`src/rtl/dp_pkg.sv`:
```
// Package: shared encodings for the shifted-operand execute unit.
// Assumes a 4-bit operation code and a 2-bit shift kind as listed in the brief.
package dp_pkg;

    localparam int IMM_W = 8;   // constant byte width
    localparam int ROT_W = 4;   // rotation field width
    localparam int AMT_W = 8;   // shift amount width (low byte of a register)

    typedef enum logic [3:0] {
        OP_MOVE = 4'd0,
        OP_MOVN = 4'd1,
        OP_AND  = 4'd2,
        OP_OR   = 4'd3,
        OP_XOR  = 4'd4,
        OP_BIC  = 4'd5,
        OP_ADD  = 4'd6,
        OP_ADC  = 4'd7,
        OP_SUB  = 4'd8,
        OP_SBC  = 4'd9,
        OP_RSB  = 4'd10,
        OP_RSC  = 4'd11,
        OP_CMP  = 4'd12,
        OP_CMN  = 4'd13,
        OP_TST  = 4'd14,
        OP_TEQ  = 4'd15
    } dp_op_e;

    typedef enum logic [1:0] {
        SH_LSL = 2'd0,
        SH_LSR = 2'd1,
        SH_ASR = 2'd2,
        SH_ROR = 2'd3
    } dp_shift_e;

    // flag bit positions inside the 4-bit flag vector
    localparam int FL_N = 3;
    localparam int FL_Z = 2;
    localparam int FL_C = 1;
    localparam int FL_V = 0;

endpackage

```
`src/rtl/dp_shifter.sv`:
```
// Module: barrel shifter for the second operand.
// Shifts by an 8-bit amount with LSL/LSR/ASR/ROR and produces a carry-out.
// Assumes DW is a power of two and below 256. Purely combinational.
module dp_shifter
    import dp_pkg::*;
#(
    parameter int DW = 32
) (
    input  logic [DW-1:0]    x,
    input  dp_shift_e        kind,
    input  logic [AMT_W-1:0] amt,
    input  logic             cin,
    output logic [DW-1:0]    res,
    output logic             cout
);
    localparam int AW = $clog2(DW);

    logic [2*DW-1:0] wide;
    logic [AW-1:0]   sh;

    // Shift the operand and pick the bit last shifted out.
    always_comb begin
        wide = '0;
        sh   = amt[AW-1:0];
        res  = x;
        cout = cin;
        if (amt != '0) begin
            unique case (kind)
                SH_LSL: begin
                    if (int'(amt) < DW) begin
                        wide = {{DW{1'b0}}, x} << sh;
                        res  = wide[DW-1:0];
                        cout = wide[DW];
                    end else begin
                        res  = '0;
                        cout = (int'(amt) == DW) ? x[0] : 1'b0;
                    end
                end
                SH_LSR: begin
                    if (int'(amt) < DW) begin
                        wide = {x, {DW{1'b0}}} >> sh;
                        res  = wide[2*DW-1:DW];
                        cout = wide[DW-1];
                    end else begin
                        res  = '0;
                        cout = (int'(amt) == DW) ? x[DW-1] : 1'b0;
                    end
                end
                SH_ASR: begin
                    if (int'(amt) < DW) begin
                        wide = $signed({x, {DW{1'b0}}}) >>> sh;
                        res  = wide[2*DW-1:DW];
                        cout = wide[DW-1];
                    end else begin
                        res  = {DW{x[DW-1]}};
                        cout = x[DW-1];
                    end
                end
                default: begin
                    if (sh == '0) begin
                        res  = x;
                        cout = x[DW-1];
                    end else begin
                        res  = (x >> sh) | (x << (DW - int'(sh)));
                        cout = res[DW-1];
                    end
                end
            endcase
        end
    end

endmodule

```
`src/rtl/dp_alu.sv`:
```
// Module: adder, bitwise logic and flag generation for the execute unit.
// Takes the first operand and the already-shifted second operand.
// Assumes the shifter carry is valid for the same vector. Combinational.
module dp_alu
    import dp_pkg::*;
#(
    parameter int DW = 32
) (
    input  dp_op_e        op,
    input  logic          set_flags,
    input  logic [DW-1:0] a,
    input  logic [DW-1:0] b,
    input  logic          sh_carry,
    input  logic [3:0]    flags_in,
    output logic [DW-1:0] result,
    output logic          rd_we,
    output logic [3:0]    flags_out
);
    logic [DW-1:0] add_x, add_y;
    logic          add_ci;
    logic [DW:0]   sum;
    logic          add_v;
    logic          is_arith;
    logic          is_cmp;
    logic          upd;
    logic [3:0]    fresh;

    // Choose adder operand inversion and carry-in per operation.
    always_comb begin
        add_x    = a;
        add_y    = b;
        add_ci   = 1'b0;
        is_arith = 1'b1;
        unique case (op)
            OP_ADD, OP_CMN: ;
            OP_ADC:         add_ci = flags_in[FL_C];
            OP_SUB, OP_CMP: begin add_y = ~b; add_ci = 1'b1; end
            OP_SBC:         begin add_y = ~b; add_ci = flags_in[FL_C]; end
            OP_RSB:         begin add_x = ~a; add_ci = 1'b1; end
            OP_RSC:         begin add_x = ~a; add_ci = flags_in[FL_C]; end
            default:        is_arith = 1'b0;
        endcase
    end

    // Single shared adder with signed overflow detection.
    always_comb begin
        sum   = {1'b0, add_x} + {1'b0, add_y} + {{DW{1'b0}}, add_ci};
        add_v = (add_x[DW-1] == add_y[DW-1]) && (sum[DW-1] != add_x[DW-1]);
    end

    // Select the data result.
    always_comb begin
        unique case (op)
            OP_MOVE:        result = b;
            OP_MOVN:        result = ~b;
            OP_AND, OP_TST: result = a & b;
            OP_OR:          result = a | b;
            OP_XOR, OP_TEQ: result = a ^ b;
            OP_BIC:         result = a & ~b;
            default:        result = sum[DW-1:0];
        endcase
    end

    // Write-enable and flag update decision.
    always_comb begin
        is_cmp          = (op[3:2] == 2'b11);
        rd_we           = !is_cmp;
        upd             = set_flags || is_cmp;
        fresh[FL_N]     = result[DW-1];
        fresh[FL_Z]     = (result == '0);
        fresh[FL_C]     = is_arith ? sum[DW] : sh_carry;
        fresh[FL_V]     = is_arith ? add_v : flags_in[FL_V];
        flags_out       = upd ? fresh : flags_in;
    end

endmodule

```
`src/rtl/dp_exec_unit.sv`:
```
// Module: top of the shifted-operand execute unit.
// Builds the second operand (rotated constant or shifted register), then
// runs it through the ALU. No clock: the unit is a pure combinational cone.
module dp_exec_unit
    import dp_pkg::*;
#(
    parameter int DW = 32
) (
    input  logic [3:0]       op_code,
    input  logic             set_flags,
    input  logic [DW-1:0]    rn_val,
    input  logic             use_imm,
    input  logic [IMM_W-1:0] imm8,
    input  logic [ROT_W-1:0] imm_rot,
    input  logic [DW-1:0]    rm_val,
    input  logic [1:0]       shift_kind,
    input  logic             shift_by_reg,
    input  logic [4:0]       shift_imm,
    input  logic [DW-1:0]    rs_val,
    input  logic [3:0]       flags_in,
    output logic [DW-1:0]    result,
    output logic             rd_we,
    output logic [3:0]       flags_out
);
    localparam int PAD_W = AMT_W - ROT_W - 1;
    localparam int IPAD  = AMT_W - 5;

    logic [DW-1:0]    sh_in;
    dp_shift_e        sh_kind;
    logic [AMT_W-1:0] sh_amt;
    logic [DW-1:0]    op_b;
    logic             op_b_c;

    // Route either the constant or the register into the shifter.
    always_comb begin
        if (use_imm) begin
            sh_in   = {{(DW-IMM_W){1'b0}}, imm8};
            sh_kind = SH_ROR;
            sh_amt  = {{PAD_W{1'b0}}, imm_rot, 1'b0};
        end else begin
            sh_in   = rm_val;
            sh_kind = dp_shift_e'(shift_kind);
            sh_amt  = shift_by_reg ? rs_val[AMT_W-1:0] : {{IPAD{1'b0}}, shift_imm};
        end
    end

    dp_shifter #(.DW(DW)) u_shifter (
        .x    (sh_in),
        .kind (sh_kind),
        .amt  (sh_amt),
        .cin  (flags_in[FL_C]),
        .res  (op_b),
        .cout (op_b_c)
    );

    dp_alu #(.DW(DW)) u_alu (
        .op        (dp_op_e'(op_code)),
        .set_flags (set_flags),
        .a         (rn_val),
        .b         (op_b),
        .sh_carry  (op_b_c),
        .flags_in  (flags_in),
        .result    (result),
        .rd_we     (rd_we),
        .flags_out (flags_out)
    );

endmodule

```
`config.mk`:
```
export PLATFORM = sky130hd
export DESIGN_NAME = dp_exec_unit
export DESIGN_NICKNAME = d
export VERILOG_FILES = /design/src/rtl/dp_pkg.sv /design/src/rtl/dp_shifter.sv /design/src/rtl/dp_alu.sv /design/src/rtl/dp_exec_unit.sv
export SDC_FILE = /design/constraint.sdc
export NUM_CORES = 1
export LEC_CHECK = 0
export BUFFER_PORTS_ARGS = -buffer_cell sky130_fd_sc_hd__buf_2
export CORE_MARGIN = 4
export CORE_UTILIZATION = 32
export DETAILED_ROUTE_END_ITERATION = 16
export GPL_TIMING_DRIVEN = 1
export PLACE_DENSITY = 0.56
export REMOVE_ABC_BUFFERS = 1
export SYNTH_ARGS = -nofsm -noshare
export SYNTH_HDL_FRONTEND = slang
export SYNTH_SLANG_ARGS = --single-unit
export TNS_END_PERCENT = 50
```
`constraint.sdc`:
```
create_clock -name vclk -period 15.4
set_clock_uncertainty 0.2 [all_clocks]
set_input_delay 3.08 -clock vclk [all_inputs]
set_output_delay 3.08 -clock vclk [all_outputs]
set_load 0.01 [all_outputs]
```
---- Yosys cells after proc, flatten, opt, wreduce, memory -nomap -nowiden ----
Cells that the tools add are included.
word-level totals
  register bits after elaboration ......... 0
  latch bits .............................. 0
  memory bits (writable) .................. 0
  bits in read-only memories .............. 0
  input bits .............................. 126
  output and inout bits ................... 37
  logic and storage cells ................. 78
  memories ................................ 0
cells by class
  add/subtract/negate cells ............... 3
  $mul .................................... 0
  divide/modulo/power cells ............... 0
  magnitude comparators ................... 1
  equal/unequal tests ..................... 21
  shift operators ......................... 5
  multiplexer cells ....................... 26
  bitwise operators ....................... 7
  reductions and logical operators ........ 15
operators by type and width
  kind                number
  $mux 32             8
  $pmux 32 s6         1
  $pmux 32 s3         1
  $and 32x32->32      2
  $not 32->32         2
  $or 32x32->32       2
  $shr 64x5->64       1
  $sshr 64x5->64      1
  $add 32x32->33      1
  $add 33x1->33       1
  $shl 32x5->33       1
  $eq 4x4->1 const B  8
  $logic_not 32->1    1
  $shl 32x32->32      1
  $shr 32x5->32       1
  $xor 32x32->32      1
  $eq 4x3->1 const B  4
  $mux 8              2
  $mux 1              10
  $reduce_or 3->1     3
  $eq 4x2->1 const B  2
  $eq 8x7->1 const B  1
  $lt 8x6->1 const B  1
  $reduce_bool 8->1   1
  18 further kinds    21

---- Logic depth before layout (Yosys ltp) ----
  depth in word-level cells ............... 16
  depth in mapped cells ................... 35
  gate-level depth less buffers ........... 29

---- Modules after synthesis ----
From an unflattened synthesis, not the netlist that was laid out.
second synthesis, totals
  cells, all modules ...................... 1816
  area total of the unflattened synthesis .. 13201.4 µm²
by module, submodules not included
  module        instances  cells an instance  area each (µm²)  seq. area each (µm²)
  dp_shifter    1          954                7348.3           0.0
  dp_alu        1          804                5420.2           0.0
  dp_exec_unit  1          58                 432.9            0.0

---- Worst setup path before layout ----
Ideal clock, no wire load.
  kind .................................... input to output
  from .................................... input port shift_by_reg
  to ...................................... output port flags_out[2]
  arrival ................................. 10.483 ns
  required time ........................... 12.120 ns
  slack ................................... 1.637 ns
  stages on the path ...................... 34
  path buffers ............................ 5
  cell sequence ........................... buf_6 mux2i_1 a21oi_2 inv_1 buf_2 buf_2 buf_1 ha_1 inv_1 nor3_1 ha_1 clkbuf_1 inv_1 nand3_1 nor3_1 o32ai_1 a221oi_1 xnor2_1 fa_1 inv_1 fa_1 nor2b_1 o2111ai_1 a21boi_0 o21ai_0 o221ai_1 a2111oi_0 a21oi_1 nand3_1 nand2_1 xor2_1 a211o_1 or4_1 o41ai_2
on the way
  word-level cells in the longest chain between the ends .. 15
  elaborated cells between the ends (all ways) .. 29
  classes of those cells .................. add/sub (3); order compare (1); shift (5); mux (11); bitwise (6); reduce/logical (3)
ends and longest elaborated chain
  item                  line                text
  start: declaration    dp_exec_unit.sv:17  input logic shift_by_reg,
  $mux 8 (*)            dp_exec_unit.sv:43  sh_amt = shift_by_reg ? rs_val[AMT_W-1:0] : {{IPAD{1'b0}}, shift_imm};
  $mux 8 (*)            dp_exec_unit.sv:36  if (use_imm) begin
  $sub 6x5->7           dp_shifter.sv:64    res = (x >> sh) | (x << (DW - int'(sh)));
  $shl 32x32->32        dp_shifter.sv:64
  $or 32x32->32         dp_shifter.sv:64
  $mux 32               dp_shifter.sv:60    if (sh == '0) begin
  $pmux 32 s3           dp_shifter.sv:28    unique case (kind)
  $mux 32 (*)           dp_shifter.sv:27    if (amt != '0) begin
  $not 32->32           n/a
  $mux 32               n/a
  $add 32x32->33        dp_alu.sv:47        sum = {1'b0, add_x} + {1'b0, add_y} + {{DW{1'b0}}, add_ci};
  $add 33x1->33         dp_alu.sv:47
  $pmux 32 s6 (*)       dp_alu.sv:53        unique case (op)
  via result[30]        dp_exec_unit.sv:21  output logic [DW-1:0] result,
  $logic_not 32->1 (*)  dp_alu.sv:70        fresh[FL_Z] = (result == '0);
  $mux 4 (*)            dp_alu.sv:73        flags_out = upd ? fresh : flags_in;
  end: declaration      dp_exec_unit.sv:23  output logic [3:0] flags_out
The timed path passes the listed nets; every way through them passes the cells marked *.

---- Worst setup path in the final report ----
  from .................................... input port shift_by_reg
  to ...................................... output port flags_out[2]
on the way
  word-level cells in the longest chain between the ends .. 15
  elaborated cells between the ends (all ways) .. 29
  classes of those cells .................. add/sub (3); order compare (1); shift (5); mux (11); bitwise (6); reduce/logical (3)
ends and longest elaborated chain
  item                  line
  $mux 8 (*)            dp_exec_unit.sv:43
  $mux 8 (*)            dp_exec_unit.sv:36
  $sub 6x5->7           dp_shifter.sv:64
  $shl 32x32->32        dp_shifter.sv:64
  $or 32x32->32         dp_shifter.sv:64
  $mux 32               dp_shifter.sv:60
  $pmux 32 s3           dp_shifter.sv:28
  $mux 32 (*)           dp_shifter.sv:27
  $not 32->32           n/a
  $mux 32               n/a
  $add 32x32->33        dp_alu.sv:47
  $add 33x1->33         dp_alu.sv:47
  $pmux 32 s6 (*)       dp_alu.sv:53
  $logic_not 32->1 (*)  dp_alu.sv:70
  $mux 4 (*)            dp_alu.sv:73
Mark *: on every way between the ends. The rest lies on a longest branch, timed or not.

==> reports/metrics.cfg <==
[worst_setup_path]
critPathMaxFanout=17
crit_type=in -> out
critical_path_arrival_ns=11.58
critPathMostFrequentCell=buf_4
critPathMaxStageDelay_ns=0.59
start_kind=input port
worstPathRequired_ns=12.12
cp-end-kind=output pin
cp_slowest_cell=a221oi_1

[synth]
syn_area_sq_um=12800
netlist-cell-type-count=90
postSynthCellCount=1912
avgSynthCellArea_sq_um=6.71
ys_seq_area_share_pct=0
yosysWarningCount=0

[global_routing]
grt_usage_pct=36.3
grt_max_degree=62
overflow=0
grt_pass1_vias=16200
antenna_found_initial=1
grt_pass1_wl_microns=119000

[final_layout]
multi_input_area_sq_um=11900
final_util_pct=35.9
stdcell_count=2503
nClkBuffers=0
seq_cell_count=0
num-fill-cells=4354
layout.nets=2171
layout-drive-gt1-share_pct=17.9
ff_latch_area_sq_um=0
area_delta_synth_final_pct=10.9

[route]
drt_iter0_markers=2968
routed_wirelength_microns=84400
drc=0
final_antenna_net_count=0
wire_per_inst_microns=33.7
viasPerCell=7.10
drtPass1Iterations=6
num_vias=17800

[outcome]
status=finished clean

[power]
p_per_area_nw_per_um2=76.1
p_leak_nw=5.62
ir_drop_v=0.0000395

[floorplan]
core_area_sq_um=39600
dieWidth_microns=208
dieArea_sq_um=43400
start_util_pct=32.4
die_h_microns=208
rows=73
ioPinCount=163

[placed_design]
post-place-ws_ns=0.621
hpwl_microns=65700
dp.cells=2501
port_buffers=139
place_congestion=1.13

[timing]
finalSetupViolations=0
drv_slew=0
fmax_ghz=0.0673
min_period_ns=14.86
rsz0062_at_grt=no
slew_headroom_pct=9.84
setup_ws_ns=0.543
finalHoldViolations=0
hold_ws_ns=6.24
worst_pin_slew_ns=1.34
fin_crit_sh_pct=96.5

[worst_hold_path]
hp-class=in -> out

[flow_run]
maxCapViolCount=0

## layout make-up
class | instances | share of cell area, %
antenna | 2 | 0.0352
tap | 525 | 4.62
inverter | 67 | 1.77
multi-input combinational | 1680 | 83.9
timing repair buffer | 229 | 9.65
## what timing repair did
item                       in CTS  in global routing
setup endpoints to repair       0                  1
gates resized for setup         0                  1
setup buffers                   0                  0
hold buffers                    0                  0
## where the power goes
| group | leakage (nW) | internal (mW) | switching, mW |
|---|---|---|---|
| combinational | 5.62 | 0.378 | 0.706 |
| sequential | 0 | 0 | 0 |
| clock | 0.0000162 | 0.00000000448 | 0 |
| total | 5.62 | 0.378 | 0.706 |
## through the flow
| step | total power [mW] | cell area, sq um | setup TNS [ns] |
|---|---|---|---|
| global placement | 1.03 | 14200 | 0 |
| detailed placement | 1.04 | 14200 | 0 |
| global route | 1.14 | 14200 | 0 |
| finish | 1.08 | 14200 | 0 |
| CTS | 1.04 | 14200 | 0 |
| floorplan | 0.641 | 12100 | -0.0103 |
## metal layers
metal | track usage, % | up-vias | routed length (microns)
li1 | - | 7486 | -
met1 | 49.7 | 8604 | 33800
met2 | 52.7 | 1402 | 34400
met3 | 9.20 | 281 | 10500
met4 | 17.9 | 0 | 5710
met5 | 0 | - | 0
## cells in the final DEF (no fill, tap or decap), types with 7 or more instances in the layout
| cell type | instances |
|---|---|
| o22ai_1 | 27 |
| a211oi_1 | 41 |
| mux2_2 | 36 |
| a32oi_1 | 19 |
| a32o_1 | 7 |
| buf_4 | 91 |
| o2111ai_1 | 9 |
| a2111oi_0 | 18 |
| xor2_1 | 38 |
| a21o_1 | 28 |
| o32ai_1 | 8 |
| buf_2 | 138 |
| mux2i_1 | 105 |
| a22oi_1 | 27 |
| and2_1 | 8 |
| a31oi_1 | 37 |
| ha_1 | 65 |
| nor4_1 | 14 |
| nor3_1 | 38 |
| o211ai_1 | 38 |
| a221o_1 | 7 |
| or3_1 | 9 |
| o221ai_1 | 13 |
| and3_1 | 11 |
| a211o_1 | 13 |
| mux4_2 | 35 |
| nand3_1 | 61 |
| a21oi_1 | 166 |
| xnor2_1 | 57 |
| nor2b_1 | 8 |
| inv_1 | 64 |
| nor2_1 | 160 |
| nand2_1 | 228 |
| o31ai_1 | 13 |
| o21a_1 | 10 |
| nand4_1 | 21 |
| o21ai_1 | 7 |
| nand2b_1 | 28 |
| o21ai_0 | 106 |
| a221oi_1 | 29 |
## cell usage after synthesis (all sizes together), types with 19 or more instances
cell	number	share of area, %
nand2	228	6.7
a21oi	169	6.7
nor2	161	4.8
o21ai	117	4.7
mux2i	109	8.5
clkbuf	97	2.8
buf	68	3.0
inv	67	2.0
ha	65	6.3
nand3	61	2.4
xnor2	61	4.2
a211oi	43	2.5
mux2	41	3.7
nor3	41	1.7
o211ai	38	2.2
xor2	38	2.6
a31oi	37	1.8
mux4	35	6.1
a221oi	31	2.2
a21o	28	1.6
a22oi	28	1.7
nand2b	28	1.4
o22ai	27	1.3
nand4	21	1.0
a32oi	19	1.3
## path summary, 6_finish.rpt
kind                            to  slack [ns]  depth (start not counted)          from
worst min-delay path  flags_out[2]        6.24                          4   flags_in[2]
worst max-delay path  flags_out[2]        0.54                         35  shift_by_reg
## worst max-delay path: cells and delay by family
| kind | cells | cell delay [ns] |
|---|---|---|
| xor+xnor | 2 | 0.23 |
| buf+inv | 10 | 2.09 |
| mux | 1 | 0.31 |
| fa+ha+maj | 4 | 1.31 |
| simple gates | 8 | 1.82 |
| compound gates | 10 | 2.71 |
## cell families (layout without fill, tap and decap cells)
family          Yosys count  count (layout)  share of synthesized area [%]
xor+xnor                 99              99                           6.82
simple gates            619             619                           22.2
mux                     185             185                           18.4
buf+inv                 232             296                           7.78
fa+ha+maj                67              67                           6.65
other cells               0               2                              0
compound gates          710             710                           38.1
(Power assumes the default switching activity.)
